$ cat config.mk
export PLATFORM = sky130hd
export DESIGN_NAME = flash_censor_ctrl
export DESIGN_NICKNAME = d
export VERILOG_FILES = /design/src/rtl/flash_censor_pkg.sv /design/src/rtl/fc_boot_latch.sv /design/src/rtl/fc_apr_reg.sv /design/src/rtl/fc_mcr_reg.sv /design/src/rtl/flash_censor_ctrl.sv
export SDC_FILE = /design/constraint.sdc
export NUM_CORES = 1
export LEC_CHECK = 0
export BUFFER_PORTS_ARGS = -buffer_cell sky130_fd_sc_hd__buf_2
export CAP_MARGIN = 20
export CORE_MARGIN = 2
export CORE_UTILIZATION = 43
export CTS_BUF_LIST = sky130_fd_sc_hd__clkbuf_4
export DETAILED_ROUTE_END_ITERATION = 10
export PLACE_DENSITY = 0.82
export SLEW_MARGIN = 40
export SYNTH_ARGS = -nofsm -noshare
export SYNTH_HDL_FRONTEND = slang
export SYNTH_SLANG_ARGS = --single-unit
$ cat constraint.sdc
create_clock -name clk -period 3.3 [get_ports clk]
set_input_delay 0 -clock clk [delete_from_list [all_inputs] [get_ports clk]]
set_output_delay 0 -clock clk [all_outputs]
set_load 0.02 [all_outputs]
$ cat src/rtl/flash_censor_pkg.sv
package flash_censor_pkg;
  localparam logic [1:0]  BOOT_INTERNAL   = 2'b00;
  localparam logic [1:0]  BOOT_EXT_LOCKED = 2'b01;
  localparam logic [15:0] UNLOCK_KEY      = 16'h55AA;
  localparam int          MCR_ADDR        = 0;
  localparam int          APR_ADDR        = 1;
  localparam int          BIT_PGM         = 0;
  localparam int          BIT_ERS         = 1;
  localparam int          BIT_STOP        = 2;

  function automatic logic [1:0] censor_boot_default(input logic [15:0] lo);
    return (lo == 16'hFFFF || lo == 16'h0000) ? BOOT_EXT_LOCKED : BOOT_INTERNAL;
  endfunction
endpackage

$ cat src/rtl/fc_boot_latch.sv
module fc_boot_latch
  import flash_censor_pkg::*;
#(
  parameter int WORD_W = 32
) (
  input  logic              clk,
  input  logic              rst,
  input  logic              cfg_pin_sel_i,
  input  logic [1:0]        boot_pins_i,
  input  logic [WORD_W-1:0] censor_word_i,
  output logic [1:0]        boot_cfg_o,
  output logic              key_ok_o
);
  localparam int HALF = WORD_W / 2;

  logic [1:0] boot_q;
  logic       key_q;

  // Sampling happens only while reset is held; the values freeze afterwards.
  always_ff @(posedge clk) begin
    if (rst) begin
      key_q  <= (censor_word_i[WORD_W-1:HALF] == UNLOCK_KEY);
      boot_q <= cfg_pin_sel_i ? boot_pins_i
                              : censor_boot_default(censor_word_i[HALF-1:0]);
    end
  end

  assign boot_cfg_o = boot_q;
  assign key_ok_o   = key_q;
endmodule

$ cat src/rtl/fc_apr_reg.sv
module fc_apr_reg #(
  parameter int NUM_MST = 4,
  parameter int FIELD_W = 8
) (
  input  logic                       clk,
  input  logic                       rst,
  input  logic                       wr_i,
  input  logic [NUM_MST*FIELD_W-1:0] data_i,
  input  logic                       allow_i,
  output logic [NUM_MST*FIELD_W-1:0] apr_o,
  output logic                       denied_o
);
  logic [FIELD_W-1:0] field_q [NUM_MST];
  logic               denied_q;

  for (genvar k = 0; k < NUM_MST; k++) begin : g_field
    if (k == 0) begin : g_core
      always_ff @(posedge clk) begin
        if (rst)       field_q[k] <= '0;
        else if (wr_i) field_q[k] <= data_i[k*FIELD_W +: FIELD_W];
      end
    end else begin : g_other
      always_ff @(posedge clk) begin
        if (rst)                  field_q[k] <= '0;
        else if (wr_i && allow_i) field_q[k] <= data_i[k*FIELD_W +: FIELD_W];
      end
    end
    assign apr_o[k*FIELD_W +: FIELD_W] = field_q[k];
  end

  always_ff @(posedge clk) begin
    if (rst) denied_q <= 1'b0;
    else     denied_q <= wr_i && !allow_i;
  end

  assign denied_o = denied_q;
endmodule

$ cat src/rtl/fc_mcr_reg.sv
module fc_mcr_reg
  import flash_censor_pkg::*;
(
  input  logic       clk,
  input  logic       rst,
  input  logic       wr_i,
  input  logic [2:0] data_i,
  output logic       pgm_o,
  output logic       ers_o,
  output logic       stop_o
);
  logic pgm_q, ers_q, stop_q;
  logic stop_lock;

  assign stop_lock = pgm_q || ers_q;

  always_ff @(posedge clk) begin
    if (rst) begin
      pgm_q  <= 1'b0;
      ers_q  <= 1'b0;
      stop_q <= 1'b0;
    end else if (wr_i) begin
      pgm_q <= data_i[BIT_PGM];
      ers_q <= data_i[BIT_ERS];
      if (!stop_lock) stop_q <= data_i[BIT_STOP];
    end
  end

  assign pgm_o  = pgm_q;
  assign ers_o  = ers_q;
  assign stop_o = stop_q;
endmodule

$ cat src/rtl/flash_censor_ctrl.sv
module flash_censor_ctrl
  import flash_censor_pkg::*;
#(
  parameter int NUM_MST = 4,
  parameter int FIELD_W = 8,
  parameter int ADDR_W  = 4
) (
  input  logic                       clk,
  input  logic                       rst,
  input  logic                       cfg_pin_sel_i,
  input  logic [1:0]                 boot_pins_i,
  input  logic [31:0]                censor_word_i,
  input  logic                       ext_master_en_i,
  input  logic                       wr_en_i,
  input  logic [ADDR_W-1:0]          wr_addr_i,
  input  logic [NUM_MST*FIELD_W-1:0] wr_data_i,
  output logic [NUM_MST*FIELD_W-1:0] apr_o,
  output logic                       wr_denied_o,
  output logic [1:0]                 boot_cfg_o,
  output logic                       pgm_o,
  output logic                       ers_o,
  output logic                       stop_o
);
  logic key_ok;
  logic allow;
  logic wr_apr, wr_mcr;

  assign wr_apr = wr_en_i && (wr_addr_i == ADDR_W'(APR_ADDR));
  assign wr_mcr = wr_en_i && (wr_addr_i == ADDR_W'(MCR_ADDR));

  fc_boot_latch #(.WORD_W(32)) boot_i (
    .clk           (clk),
    .rst           (rst),
    .cfg_pin_sel_i (cfg_pin_sel_i),
    .boot_pins_i   (boot_pins_i),
    .censor_word_i (censor_word_i),
    .boot_cfg_o    (boot_cfg_o),
    .key_ok_o      (key_ok)
  );

  // Censorship rule for the non-core fields.
  assign allow = !ext_master_en_i || ((boot_cfg_o != BOOT_EXT_LOCKED) && key_ok);

  fc_apr_reg #(.NUM_MST(NUM_MST), .FIELD_W(FIELD_W)) apr_i (
    .clk      (clk),
    .rst      (rst),
    .wr_i     (wr_apr),
    .data_i   (wr_data_i),
    .allow_i  (allow),
    .apr_o    (apr_o),
    .denied_o (wr_denied_o)
  );

  fc_mcr_reg mcr_i (
    .clk    (clk),
    .rst    (rst),
    .wr_i   (wr_mcr),
    .data_i (wr_data_i[2:0]),
    .pgm_o  (pgm_o),
    .ers_o  (ers_o),
    .stop_o (stop_o)
  );
endmodule

### After elaboration in Yosys (flattened, before gate mapping)

Memories as Yosys holds them, arrays and structs flattened.
Cells that the tools add are included.
W data, S select, Z words.

* register bits after elaboration: 7
* bits in latches: 0
* RAM bits: 32
* ROM bits: 0
* input bits: 75
* output and inout port bits: 38
* word-level logic and storage cells: 43
* memories kept: 1

Memory list
* apr_i.field_q: depth 4, bits a word 8, read ports 4, clocked after Yosys merged registers in 0, write ports 4, RTL line fc_apr_reg.sv:13 `logic [FIELD_W-1:0] field_q [NUM_MST];`

* $add $sub $neg: 0
* $mul: 0
* divide/modulo/power cells: 0
* order comparisons: 0
* eq/ne operators: 4
* shifts and indexed selects: 0
* muxes and demuxes: 14
* bitwise operators: 5
* reduce and logical (&&, ||, !) cells: 13

Operators by type and width (number)
* $mux W8: 4
* $eq A16 B15 Y1 const B: 1
* $eq A16 B16 Y1 const B: 1
* $logic_not A16 Y1: 1
* $mux W1: 9
* $logic_and A1 B1 Y1: 5
* $eq A4 B1 Y1 const B: 1
* $logic_not A4 Y1: 1
* $or A1 B1 Y1: 4
* $logic_or A1 B1 Y1: 3
* $logic_not A1 Y1: 2
* $mux W2: 1
* $ne A2 B1 Y1 const B: 1
* $reduce_and A2 Y1: 1
* $not A1 Y1: 1

### Logic depth before layout (Yosys ltp)

* word-level depth: 8
* mapped depth: 4

### Hierarchy

A second synthesis with hierarchy kept.

* cell total of the unflattened synthesis: 117
* area total of the unflattened synthesis: 1774.2 µm²

By module, submodules not included
* fc_apr_reg: instances 1, cells each 76, area an instance 1388.8 µm²
* fc_boot_latch: instances 1, cells each 24, area an instance 221.5 µm²
* fc_mcr_reg: instances 1, cells each 11, area an instance 122.6 µm²
* flash_censor_ctrl: instances 1, cells each 6, area an instance 41.3 µm²

### Worst setup path after synthesis

Ideal clock, no wire load.

* path kind: register to register
* start: register boot_i.boot_q[0], in the netlist boot_i.boot_cfg_o[0]
* end: memory apr_i.field_q[1][0], enable pin
* library setup time: 410 ps
* data arrival time: 2113 ps
* data required time: 2890 ps
* setup slack: 777 ps
* cell stages (with the launch flop): 5
* path buffers: 1
* clock period less this slack: 2523 ps
* path through: edfxtp_1 -> nand2b_1 -> a21boi_1 -> buf_2 -> o21bai_1

RTL lines
* from (decl): RTL line fc_boot_latch.sv:16 `logic [1:0] boot_q;`
* from (signal assigned): RTL line fc_boot_latch.sv:23 `boot_q <= cfg_pin_sel_i ? boot_pins_i`
* to (decl): RTL line fc_apr_reg.sv:13

==> out/qor.yml <==
status:
  status: "finished clean"
synthesis:
  netlist_top_cells_count: "sky130_fd_sc_hd__edfxtp_1 (35), sky130_fd_sc_hd__nor3b_1 (23), sky130_fd_sc_hd__and2_1 (10)"
  yosys-top-cells-area: "sky130_fd_sc_hd__edfxtp_1 (62%), sky130_fd_sc_hd__nor3b_1 (10%), sky130_fd_sc_hd__dfxtp_1 (4.7%)"
  yosysTopAreaCell: "sky130_fd_sc_hd__edfxtp_1"
  synth_largest_type_area_fraction_pct: 62.3
  netlist_area_mm2: 0.00169
  synth_sequential_area_ratio_pct: 67.1
  synth.distinct_cells: 27
  syn_avg_cell_area_um2: 14.4
  synth_cells: 117
  ys_seq_elements: 39
  synth-warning-count: 0
  synth_enable_flop_cells: 35
  synth_most_common_cell: "sky130_fd_sc_hd__edfxtp_1"
  async_flop_share_pct: 0
  synth.net_count: 192
  synth_top_flop_cell: "sky130_fd_sc_hd__edfxtp_1"
clocking:
  tritoncts.num_buffers: 5
  cts_tree: "built"
  cts.root.buffer_cell: "sky130_fd_sc_hd__clkbuf_4"
  tritoncts_num_sinks: 39
  clk_path_buf_depth: 2
  htree_levels: 2
  post_cts_buffers: 0
  clkLatencyLatePin_ns: 0.34
  cts.reportedPaths.clkPinSlew_ns: 0.11
power_and_ir_drop:
  power_density_mw_per_mm2: 370
  vdd_ir_drop_max_mv: 0.148
  total_leakage_power_nw: 1.11
placement:
  dp_hpwl_um: 2850
  port-buffer-count: 112
  gpl_wtd_cong: 0.722
  dpl_worst_slack_ns: 1.54
drt:
  routed_wire_length_um: 4020
  count_of_routing_violations_after_the_opening_detailed_route_iteration: 73
  routed-via-count: 1486
  routed_via_density: 4.99
  drt_drc_violations_left: 0
  drt.antenna.violating_nets: 0
  dr.pass1.iters: 4
  wl_per_cell_um: 13.5
critical_path:
  crit_path_top_delay_cell: "sky130_fd_sc_hd__o21bai_4"
  timing_worst_setup_path_type: "register to register"
  critPathArrivalTime_ns: 1.72
  critPathCaptureType: "register"
  worstSetupStartpointType: "register"
  critical_path.top_delay_family: "compound AO/OA/AOI/OAI gates"
  worstPathBufferInverterCount: 1
  path_max_fanout: 26
  critical_path_required_ns: 3.28
  crit_chain: "nand2b_1, a21boi_2, buf_4, o21bai_4"
  critical-path-max-stage-delay_ns: 0.60
global_routing:
  initial_antenna_violation_count: 0
  grt_usage_pct: 19.0
  grt_max_degree: 27
  gr-total-overflow: 0
  first_global_vias: 1403
  grt_pass1_wl_um: 6060
timing:
  drv_slew: 0
  fin_setup_tns_ns: 0
  max_clock_freq_mhz: 574
  layout_worst_path_cycle_share_pct: 52.8
  timing.max_slew.rel_slack_pct: 53.9
  final-hold-violation-count: 0
  setup_violations: 0
  timing_worst_slew_pin_value_ns: 0.690
  period_needed_ns: 1.74
  rsz0062_at_grt: "false"
  post-route-worst-setup-slack_ns: 1.56
  final.setup_skew_ns: 0.00336
die:
  floorplan.io_pins: 113
  fp.coreArea_mm2: 0.00372
  floorplan.die_area_mm2: 0.00444
  die_width_um: 66.6
  effective_utilization_at_floorplan_pct: 45.4
  die_h_um: 66.6
  placement_rows: 22
finish:
  antennaDiodeCount: 0
  drive_above_1_share_pct: 50.8
  nNetsFinal: 324
  post_synthesis_to_final_layout_area_growth_pct: 50.1
job:
  timing.max_cap.violations: 0
hold_path:
  hp-class: "input pin to register"
per-stage QoR:
stage          hold slack (ns)  cells  util (%)  cell area (um^2)  power, mW
2_1_floorplan           0.0691    117         -              1690      0.627
3_3_place_gp             0.276    273      61.9              2300      0.696
3_5_place_dp             0.279    273      62.1              2310      0.699
4_1_cts                0.00118    297      67.8              2520      0.944
5_1_grt                0.00497    298      68.1              2530      0.981
6_report                0.0102    298      68.1              2530      0.936
layer usage:
layer	GRT usage [%]	share of wire, %
met5	0	0
met4	7.65	1.6
met3	5.74	10
met2	34.4	51
met1	20.4	37
worst paths after layout:
kind                                            from                  end  slack, ns  depth (start not counted)
worst max-delay path            boot_i.boot_cfg_o[0]  apr_i.field_q[1][4]       1.56                          4
worst min-delay path                   wr_data_i[30]  apr_i.field_q[3][6]       0.01                          2
worst max register to register  boot_i.boot_cfg_o[0]  apr_i.field_q[1][4]       1.56                          4
worst min register to register       boot_i.key_ok_o       apr_i.denied_o       0.82                          3
power by group:
group          internal [mW]  switching (mW)  total, mW  leakage [nW]
Combinational         0.0694          0.0708      0.140         0.682
Sequential             0.555         0.00545      0.561         0.396
Clock                 0.0883           0.147      0.236        0.0331
cells in the final DEF (no fill, tap or decap), types with 2 or more instances in the layout:
master / synthesis / routed
sky130_fd_sc_hd__nand2_1: 2 / 2
sky130_fd_sc_hd__nor3b_1: 23 / 23
sky130_fd_sc_hd__nor4_1: 4 / 4
sky130_fd_sc_hd__nor4bb_1: 3 / 3
sky130_fd_sc_hd__o21ai_0: 2 / 2
sky130_fd_sc_hd__a21oi_1: 3 / 3
sky130_fd_sc_hd__buf_2: 3 / 112
sky130_fd_sc_hd__nand4_1: 6 / 6
sky130_fd_sc_hd__dlygate4sd3_1: 0 / 17
sky130_fd_sc_hd__and2_1: 10 / 10
sky130_fd_sc_hd__nand3b_1: 2 / 2
sky130_fd_sc_hd__edfxtp_1: 35 / 35
sky130_fd_sc_hd__clkbuf_4: 0 / 6
sky130_fd_sc_hd__nor2_1: 4 / 4
sky130_fd_sc_hd__dfxtp_1: 4 / 4
sky130_fd_sc_hd__nand2b_1: 2 / 2
area by class of cell:
type | instances | area [um^2]
clock buffers | 6 | 45.0
clock inverters | 2 | 8.76
fillers | 280 | 1180
inverters | 1 | 3.75
multi-input cells | 72 | 544
flip-flops and latches | 39 | 1130
well taps | 48 | 60.1
repair buffers | 130 | 738
kinds of logic (layout without fill, tap and decap cells):
kind of cell / count (synthesis) / after routing / share of synthesized area, %
AO/OA/AOI/OAI: 9 / 9 / 3.26
buffers and inverters: 6 / 139 / 1.56
flip-flops: 39 / 39 / 67.1
AND/OR/NAND/NOR: 63 / 63 / 28.1
what timing repair did:
item / in CTS / in global routing
gates resized for setup: 0 / 0
endpoints found under the hold margin: 15 / 1
hold buffers: 16 / 1
worst reg2reg max path: cells and delay by family, from the launching register on:
kind                   cells  cell delay (ns)
AOI/OAI and AO/OA          2             0.65
DFF                        1             0.40
and+or+nand+nor            1             0.10
buffers and inverters      1             0.22
state kept, by name (all words and copies together), names as in the netlist:
name               cells
apr_i.denied_o         1
mcr_i.ers_o            1
apr_i.field_q         32
boot_i.key_ok_o        1
mcr_i.pgm_o            1
mcr_i.stop_o           1
boot_i.boot_cfg_o      2
Power figures use the tool's default switching activity.
